--- src/rtl/svid_pkg.sv ---
package svid_pkg;

    localparam int ADDR_W  = 7;
    localparam int DATA_W  = 8;
    localparam int VID_W   = 7;
    localparam int NSEC    = 2;          // index 1 = core, index 0 = north-bridge
    localparam int PFX_W   = 3;
    localparam logic [PFX_W-1:0] PREFIX = 3'b110;
    localparam int CNT_W   = $clog2(DATA_W);
    localparam int OFF_MIN = 124;

    typedef enum logic [2:0] {
        ST_IDLE,
        ST_ADDR,
        ST_AACK,
        ST_DATA,
        ST_DACK,
        ST_HOLD,
        ST_SKIP
    } frame_st_t;

    typedef struct packed {
        logic scl;
        logic sda;
        logic scl_rise;
        logic scl_fall;
        logic start;
        logic stop;
    } bus_ev_t;

    typedef struct packed {
        logic [NSEC-1:0]  sel;
        logic             ps_n;
        logic [VID_W-1:0] code;
    } cmd_t;

    function automatic logic addr_accept(input logic [PFX_W-1:0] pfx, input logic rd);
        return (pfx == PREFIX) && !rd;
    endfunction

    function automatic logic code_is_off(input logic [VID_W-1:0] code);
        return int'(code) >= OFF_MIN;
    endfunction

endpackage

--- src/rtl/svid_sync.sv ---
module svid_sync
    import svid_pkg::*;
#(
    parameter int STAGES = 2
) (
    input  logic    clk,
    input  logic    rst,
    input  logic    scl_in,
    input  logic    sda_in,
    output bus_ev_t ev
);

    logic [STAGES-1:0] scl_q;
    logic [STAGES-1:0] sda_q;
    logic              scl_d;
    logic              sda_d;
    logic              scl_s;
    logic              sda_s;

    // idle bus is high on both lines
    always_ff @(posedge clk) begin
        if (rst) begin
            scl_q <= '1;
            sda_q <= '1;
            scl_d <= 1'b1;
            sda_d <= 1'b1;
        end else begin
            scl_q <= {scl_q[STAGES-2:0], scl_in};
            sda_q <= {sda_q[STAGES-2:0], sda_in};
            scl_d <= scl_q[STAGES-1];
            sda_d <= sda_q[STAGES-1];
        end
    end

    assign scl_s = scl_q[STAGES-1];
    assign sda_s = sda_q[STAGES-1];

    always_comb begin
        ev.scl      = scl_s;
        ev.sda      = sda_s;
        ev.scl_rise = scl_s & ~scl_d;
        ev.scl_fall = ~scl_s & scl_d;
        ev.start    = scl_s & scl_d & sda_d & ~sda_s;
        ev.stop     = scl_s & scl_d & ~sda_d & sda_s;
    end

endmodule

--- src/rtl/svid_frame.sv ---
module svid_frame
    import svid_pkg::*;
(
    input  logic    clk,
    input  logic    rst,
    input  bus_ev_t ev,
    output logic    sda_pull,
    output logic    cmd_valid,
    output cmd_t    cmd
);

    frame_st_t         state;
    logic [CNT_W-1:0]  bitcnt;
    logic [DATA_W-2:0] shreg;
    logic [DATA_W-1:0] rx_byte;
    logic [NSEC-1:0]   sel_q;
    logic [DATA_W-1:0] data_q;
    logic              ack_on;
    logic              last_bit;

    assign rx_byte  = {shreg, ev.sda};
    assign last_bit = (bitcnt == CNT_W'(DATA_W - 1));

    always_ff @(posedge clk) begin
        if (rst) begin
            state     <= ST_IDLE;
            bitcnt    <= '0;
            shreg     <= '0;
            sel_q     <= '0;
            data_q    <= '0;
            ack_on    <= 1'b0;
            cmd_valid <= 1'b0;
        end else begin
            cmd_valid <= 1'b0;
            if (ev.start) begin
                state  <= ST_ADDR;
                bitcnt <= '0;
                shreg  <= '0;
                ack_on <= 1'b0;
            end else if (ev.stop) begin
                if (state == ST_HOLD) cmd_valid <= 1'b1;
                state  <= ST_IDLE;
                ack_on <= 1'b0;
            end else begin
                unique case (state)
                    ST_ADDR: if (ev.scl_rise) begin
                        shreg <= rx_byte[DATA_W-2:0];
                        if (last_bit) begin
                            bitcnt <= '0;
                            if (addr_accept(rx_byte[DATA_W-1 -: PFX_W], rx_byte[0])) begin
                                state <= ST_AACK;
                                sel_q <= rx_byte[NSEC:1];
                            end else begin
                                state <= ST_SKIP;
                            end
                        end else begin
                            bitcnt <= bitcnt + 1'b1;
                        end
                    end
                    ST_DATA: if (ev.scl_rise) begin
                        shreg <= rx_byte[DATA_W-2:0];
                        if (last_bit) begin
                            bitcnt <= '0;
                            data_q <= rx_byte;
                            state  <= ST_DACK;
                        end else begin
                            bitcnt <= bitcnt + 1'b1;
                        end
                    end
                    ST_AACK, ST_DACK: if (ev.scl_fall) begin
                        // first fall ends the 8th bit, second fall ends the ack clock
                        if (!ack_on) begin
                            ack_on <= 1'b1;
                        end else begin
                            ack_on <= 1'b0;
                            state  <= (state == ST_AACK) ? ST_DATA : ST_HOLD;
                        end
                    end
                    default: ;
                endcase
            end
        end
    end

    assign sda_pull = ack_on;

    always_comb begin
        cmd.sel  = sel_q;
        cmd.ps_n = data_q[DATA_W-1];
        cmd.code = data_q[VID_W-1:0];
    end

    // the pull-down only turns on while the bus clock is low
    ack_on_low_chk: assert property (@(posedge clk) disable iff (rst)
        $rose(sda_pull) |-> !ev.scl);

    // the pull-down only turns off while the bus clock is low
    ack_off_low_chk: assert property (@(posedge clk) disable iff (rst)
        $fell(sda_pull) |-> !ev.scl);


    commit_at_stop_chk: assert property (@(posedge clk) disable iff (rst)
        cmd_valid |-> $past(ev.stop));

endmodule

--- src/rtl/svid_commit.sv ---
module svid_commit
    import svid_pkg::*;
(
    input  logic                       clk,
    input  logic                       rst,
    input  logic                       cmd_valid,
    input  cmd_t                       cmd,
    output logic [NSEC-1:0][VID_W-1:0] vid_o,
    output logic [NSEC-1:0]            off_o,
    output logic [NSEC-1:0]            upd_o,
    output logic                       ps_allow
);

    for (genvar g = 0; g < NSEC; g++) begin : g_sec
        always_ff @(posedge clk) begin
            if (rst) begin
                vid_o[g] <= '0;
                off_o[g] <= 1'b0;
                upd_o[g] <= 1'b0;
            end else begin
                upd_o[g] <= cmd_valid & cmd.sel[g];
                if (cmd_valid && cmd.sel[g]) begin
                    vid_o[g] <= cmd.code;
                    off_o[g] <= code_is_off(cmd.code);
                end
            end
        end


        stable_vid_chk: assert property (@(posedge clk) disable iff (rst)
            !upd_o[g] |-> $stable(vid_o[g]));


        off_range_chk: assert property (@(posedge clk) disable iff (rst)
            off_o[g] |-> (vid_o[g][VID_W-1:2] == '1));
    end

    always_ff @(posedge clk) begin
        if (rst) begin
            ps_allow <= 1'b0;
        end else if (cmd_valid && (cmd.sel != '0)) begin
            ps_allow <= ~cmd.ps_n;
        end
    end

endmodule

--- src/rtl/svid_slave.sv ---
module svid_slave
    import svid_pkg::*;
#(
    parameter int SYNC_STAGES = 2
) (
    input  logic             clk,
    input  logic             rst,
    input  logic             scl_in,
    input  logic             sda_in,
    output logic             sda_pull,
    output logic [VID_W-1:0] core_vid,
    output logic [VID_W-1:0] nb_vid,
    output logic             core_off,
    output logic             nb_off,
    output logic             ps_allow,
    output logic             core_upd,
    output logic             nb_upd
);

    bus_ev_t                    ev;
    logic                       cmd_valid;
    cmd_t                       cmd;
    logic [NSEC-1:0][VID_W-1:0] vid_w;
    logic [NSEC-1:0]            off_w;
    logic [NSEC-1:0]            upd_w;

    svid_sync #(.STAGES(SYNC_STAGES)) u_sync (
        .clk    (clk),
        .rst    (rst),
        .scl_in (scl_in),
        .sda_in (sda_in),
        .ev     (ev)
    );

    svid_frame u_frame (
        .clk       (clk),
        .rst       (rst),
        .ev        (ev),
        .sda_pull  (sda_pull),
        .cmd_valid (cmd_valid),
        .cmd       (cmd)
    );

    svid_commit u_commit (
        .clk       (clk),
        .rst       (rst),
        .cmd_valid (cmd_valid),
        .cmd       (cmd),
        .vid_o     (vid_w),
        .off_o     (off_w),
        .upd_o     (upd_w),
        .ps_allow  (ps_allow)
    );

    assign core_vid = vid_w[1];
    assign nb_vid   = vid_w[0];
    assign core_off = off_w[1];
    assign nb_off   = off_w[0];
    assign core_upd = upd_w[1];
    assign nb_upd   = upd_w[0];

endmodule

--- config.mk ---
export PLATFORM = sky130hd
export DESIGN_NAME = svid_slave
export DESIGN_NICKNAME = d
export VERILOG_FILES = /design/src/rtl/svid_pkg.sv /design/src/rtl/svid_sync.sv /design/src/rtl/svid_frame.sv /design/src/rtl/svid_commit.sv /design/src/rtl/svid_slave.sv
export SDC_FILE = /design/constraint.sdc
export NUM_CORES = 1
export LEC_CHECK = 0
export BUFFER_PORTS_ARGS = -buffer_cell sky130_fd_sc_hd__buf_2
export CORE_ASPECT_RATIO = 1.25
export CORE_UTILIZATION = 55
export CTS_CLUSTER_SIZE = 24
export DETAILED_ROUTE_END_ITERATION = 8
export PLACE_DENSITY = 0.75
export SLEW_MARGIN = 20
export SYNTH_ARGS = -nofsm -noshare
export SYNTH_HDL_FRONTEND = slang
export SYNTH_HIERARCHICAL = 1
export SYNTH_SLANG_ARGS = --single-unit
--- constraint.sdc ---
create_clock -name clk -period 3.6 [get_ports clk]
set_input_delay 0.72 -clock clk [delete_from_list [all_inputs] [get_ports clk]]
set_output_delay 0.72 -clock clk [all_outputs]
set_load 0.03 [all_outputs]
==> results of run 1 <==
critical path, cell delays in order (launching register included):
cell and delay (ns):
dfxtp_1 0.37, nor2b_1 0.31, and4bb_1 0.47, and3_1 0.51, mux2i_1 0.23
state kept, by name (all words and copies together) (netlist names), 2 cells and up:
| name | count |
|---|---|
| u_commit/off_o | 2 |
| u_frame/bitcnt | 3 |
| u_sync/sda_q | 2 |
| u_commit/upd_o | 2 |
| u_frame/shreg | 7 |
| u_frame/sel_q | 2 |
| u_sync/scl_q | 2 |
| u_commit/vid_o | 14 |
| u_frame/data_q | 8 |
| u_frame/state | 3 |
where the power goes:
| group | leakage (nW) | switching (mW) | internal [mW] | total [mW] |
|---|---|---|---|---|
| sequential | 0.404 | 0.00224 | 0.555 | 0.558 |
| clock | 0.0383 | 0.163 | 0.134 | 0.297 |
| combinational | 0.416 | 0.0132 | 0.00877 | 0.0220 |
layout make-up:
cell class,instances,area share [%]
sequential,50,43.2
clock buffer,7,3.29
multi-input combinational,153,44.9
inverter,5,0.808
tap,54,2.91
timing repair buffer,23,4.96
path summary, 6_finish.rpt:
path	start	endpoint	slack [ns]	cells after the start
max reg2reg	u_sync/scl_q[1]	u_frame/data_q[0]	1.64	4
min	u_sync/sda_q[0]	u_sync/sda_q[1]	0.41	1
max	u_sync/scl_q[1]	u_frame/data_q[0]	1.64	4
min reg2reg	u_sync/sda_q[0]	u_sync/sda_q[1]	0.41	1
per-stage QoR:
stage                     total power [mW]  util [%]  hold WS, ns
after floorplan                      0.588         -        0.383
after global placement               0.593      58.8        0.401
after detailed placement             0.593      58.8        0.396
after CTS                            0.889      60.8        0.416
after global routing                 0.910      60.9        0.447
final                                0.877      60.9        0.414
placed cells by master (no fill, tap or decap):
master and count:
a211oi_2 1, o21ba_1 1, o32ai_1 2, nor2b_1 5, nand3_1 15, and4bb_1 1
nand4b_1 3, xnor2_1 2, o21ai_0 1, and2_1 2, a21oi_1 20, or3_1 3
nand2b_1 19, clkbuf_1 2, mux2i_1 10, dfxtp_2 1, nand2_1 21, nand4_1 2
o211a_1 1, a21oi_2 6, o32ai_2 1, a31oi_1 1, a211oi_1 1, o21ai_1 2
ha_1 3, nand4bb_1 1, and4_4 1, clkbuf_8 5, inv_1 5, a21bo_1 14
dfxtp_1 49, nor2_1 3, and3_1 1, or2_1 7, buf_2 23, and4b_1 2
nor4b_1 1
metal layers:
layer | part of all wire (%) | wire (microns) | up-vias | track usage, %
li1 | - | - | 798 | -
met1 | 46 | 1650 | 711 | 22.4
met2 | 49 | 1770 | 31 | 32.4
met3 | 3.4 | 121 | 6 | 4.79
met4 | 1.6 | 58 | 0 | 7.14
met5 | 0 | 0 | - | 0
==> impl_metrics.yaml, run 1 <==
outcome:
  run_status: "finished clean"
detailed_routing:
  ant_nets: 0
  post_drt_wl_per_cell_microns: 12.3
  num_vias: 1546
  first_iter_violations: 60
  routed_wl_microns: 3590
  drc_violation_count_after_routing: 0
  detailedRoute.firstPassIterationCount: 4
  via_per_inst: 5.29
logic_synthesis:
  postSynthNetCount: 233
  synth_cell_area_sq_um: 2210
  syn-instance-count: 226
  synth.yosys.warnings: 6
  avgSynthCellArea_sq_um: 9.79
floorplan:
  pin_count: 24
  row_count: 25
  floorplan.die_area_sq_um: 4280
  die_h_microns: 72.9
  initial_cell_density_of_the_core_pct: 58.0
  core_sq_um: 3820
  horizontal_die_dimension_microns: 58.7
critical_path:
  path_class: "register to register"
  setup.worst_path.start_class: "register"
  worst_ep_arrival_time_ns: 2.19
  critPathMaxFanout: 11
  worstSetupEndpointType: "register"
  cp.required_ns: 3.83
final_layout:
  finalNonFillerCells: 292
  ff_latch_area_sq_um: 1000
  combined_area_of_the_multi_input_logic_cells_sq_um: 1040
  layout-drive-gt1-share_pct: 16.0
  num-nets-final: 245
  diodes: 0
  num-fill-cells: 336
  layout.cell_area.non_filler_sq_um: 2320
  area_growth_syn_to_layout_pct: 4.98
place:
  placed_cells: 285
  place_congestion: 0.789
  hpwl_microns: 2300
  place_ws_ns: 1.65
  placed_area_sq_um: 2240
  port-buffer-count: 23
global_routing:
  antenna_violations_before_repair: 0
  grt_pass1_vias: 1367
  grt_remaining_overflow: 0
  grt_pass1_wl_microns: 6190
  grt.total_usage_pct: 18.9
  grt_start_max_net_pins: 50
power_and_ir_drop:
  max-vdd-ir-drop_mv: 0.273
  static_leakage_nw: 0.859
  power_density_nw_per_um2: 378
timing:
  grt_setup_unrepaired: "no"
  setup_viol_count_final: 0
  hold_viol: 0
  finalCritPeriodShare_pct: 54.5
  maxClockFrequency_mhz: 509
  finalMaxSlewViolations: 0
  worst_pin_slew_ns: 0.742
  finalClockSkew_ns: 0.00450
  setup_slack_ns: 1.64
  finalWorstPathRequiredPeriod_ns: 1.96
  setup-tns-final_ns: 0
  worst_relative_slew_slack_pct: 50.5
clock_tree:
  root_buffer: "clkbuf_8"
  post-cts-setup-buffers: 0
  worst_skew_pair.late_latency_ns: 0.29
  numCtsBuffers: 5
  htreeDepth: 2
  clkSinkCount: 50
  postCtsHoldBufs: 0
  number_of_instances_resized_during_post_cts_repair: 0
  cts_tree: "done"
  cts.reportedPaths.clkPinSlew_ns: 0.08
  cts-root-to-sink-buffers: 2
worst_hold_path:
  min_path_type: "register to register"
flow_run:
  cap_viol_max_count: 0
Note: power is estimated with default switching activity, not from simulation.
==> run 2, diff against run 1 <==
Settings changed: CORE_UTILIZATION 55 to 52.
Clock period 3.6 ns to 1.7 ns, I/O delays scaled along.
==> impl_metrics.yaml, run 2 (synthesized netlist as in run 1, its figures left out) <==
outcome:
  run_status: "finished clean"
floorplan:
  initial_cell_density_of_the_core_pct: 54.4
  die_h_microns: 74.9
  core_sq_um: 4070
  pin_count: 24
  floorplan.die_area_sq_um: 4520
  row_count: 26
  horizontal_die_dimension_microns: 60.3
timing:
  setup_viol_count_final: 0
  worst_pin_slew_ns: 0.647
  setup-tns-final_ns: 0
  finalWorstPathRequiredPeriod_ns: 1.53
  finalCritPeriodShare_pct: 90.3
  grt_setup_unrepaired: "no"
  finalClockSkew_ns: 0.00381
  hold_viol: 0
  finalMaxSlewViolations: 0
  worst_relative_slew_slack_pct: 56.8
  maxClockFrequency_mhz: 652
detailed_routing:
  ant_nets: 0
  first_iter_violations: 92
  via_per_inst: 5.25
  num_vias: 1590
  drc_violation_count_after_routing: 0
  routed_wl_microns: 3930
  detailedRoute.firstPassIterationCount: 4
  post_drt_wl_per_cell_microns: 13.0
critical_path:
  setup.worst_path.start: "u_frame/bitcnt[0]"
  crit-reg2reg-launch: "u_frame/bitcnt[0]"
  worst_path_largest_cell_delay_ns: 0.37
  path_class: "register to register"
  worst-r2r-setup-slack_ns: 0.17
  critPathMaxFanout: 8
  cp.required_ns: 1.93
  worst_ep_arrival_time_ns: 1.76
  worstSetupEndpointType: "register"
  timing.critical_path.mode_cell: "ha_1"
  cp_cell_sequence: "ha_1 > ha_1 > nor2b_1 > and3_1 > buf_12 > mux2i_1"
  cell_type_of_the_slowest_stage_on_the_worst_timing_path: "dfxtp_1"
  setup.worst_path.start_class: "register"
final_layout:
  num-fill-cells: 380
  final_cell_mix: "dfxtp_1, buf_2, nand2_1, a21oi_1, nand2b_1"
  diodes: 0
  layout.cell_area.non_filler_sq_um: 2420
  commonest_non_fill_non_tap_cell_in_the_layout: "dfxtp_1"
  reg_top3: "u_commit/vid_o x14, u_frame/data_q x8, u_frame/shreg x7"
  num-nets-final: 253
  largest_register_ffs: 14
  register_with_the_most_flip_flops: "u_commit/vid_o"
  layout-drive-gt1-share_pct: 19.0
  area_growth_syn_to_layout_pct: 9.56
global_routing:
  grt_remaining_overflow: 0
  grt_pass1_wl_microns: 6530
  antenna_violations_before_repair: 0
  grt.total_usage_pct: 19.3
  grt_pass1_vias: 1439
  grt_start_max_net_pins: 40
power_and_ir_drop:
  max-vdd-ir-drop_mv: 0.536
  power_density_nw_per_um2: 796
  static_leakage_nw: 0.916
clock_tree:
  postCtsHoldBufs: 0
  htreeDepth: 2
  clkSinkCount: 50
  cts-root-to-sink-buffers: 2
  number_of_instances_resized_during_post_cts_repair: 0
  root_buffer: "clkbuf_8"
  cts_tree: "done"
  numCtsBuffers: 5
  worst_skew_pair.late_latency_ns: 0.30
  cts.reportedPaths.clkPinSlew_ns: 0.09
  post-cts-setup-buffers: 0
place:
  placed_area_sq_um: 2330
  place_congestion: 0.819
  port-buffer-count: 23
  hpwl_microns: 2600
worst_hold_path:
  hp-start: "scl_in"
  min_path_type: "input pin to register"
flow_run:
  cap_viol_max_count: 0
==> run 2: power by group <==
part	total [mW]	switching (mW)	internal (mW)	leakage (nW)
registers	1.18	0.00397	1.18	0.404
clock network	0.694	0.365	0.329	0.0482
logic	0.0556	0.0308	0.0249	0.464
==> run 2: worst max-delay path, delay by kind of cell, from the launching register on <==
kind,cells,cell delay [ns]
fa+ha+maj,2,0.37
simple gates,2,0.39
flops,1,0.37
buf+inv,1,0.14
mux,1,0.20
==> run 2: path summary, 6_finish.rpt <==
path,end,cells after the start
setup / recovery,u_frame/data_q[1],6
hold / removal,u_sync/scl_q[0],2
hold reg to reg,u_sync/sda_q[1],1
setup reg to reg,u_frame/data_q[1],6
==> run 2: stage by stage <==
stage	setup slack (ns)	utilization, %	power (mW)	instances	hold slack (ns)
2_1_floorplan	0.303	-	1.25	226	0.383
3_3_place_gp	0.270	57.4	1.26	295	0.386
3_5_place_dp	0.182	57.4	1.26	295	0.389
4_1_cts	0.155	59.6	1.96	303	0.204
5_1_grt	0.0190	59.6	2.01	303	0.209
6_report	0.165	59.6	1.93	303	0.213
==> run 2: routing by layer <==
metal / wire [microns] / global-route usage [%] / part of all wire [%]
met5: 0 / 0 / 0
met1: 1730 / 22.3 / 44
met3: 126 / 4.81 / 3.2
met4: 52 / 9.82 / 1.3
met2: 2020 / 32.7 / 51
==> run 2: layout make-up <==
cell class	count	area (sq um)	share of cell area, %
clock buffers	7	86.3	3.56
clock inverters	1	5.00	0.207
inverters	5	18.8	0.774
multi-input cells	153	1040	43.0
flip-flops and latches	50	1000	41.3
well taps	56	70.1	2.89
repair buffers	31	200	8.26
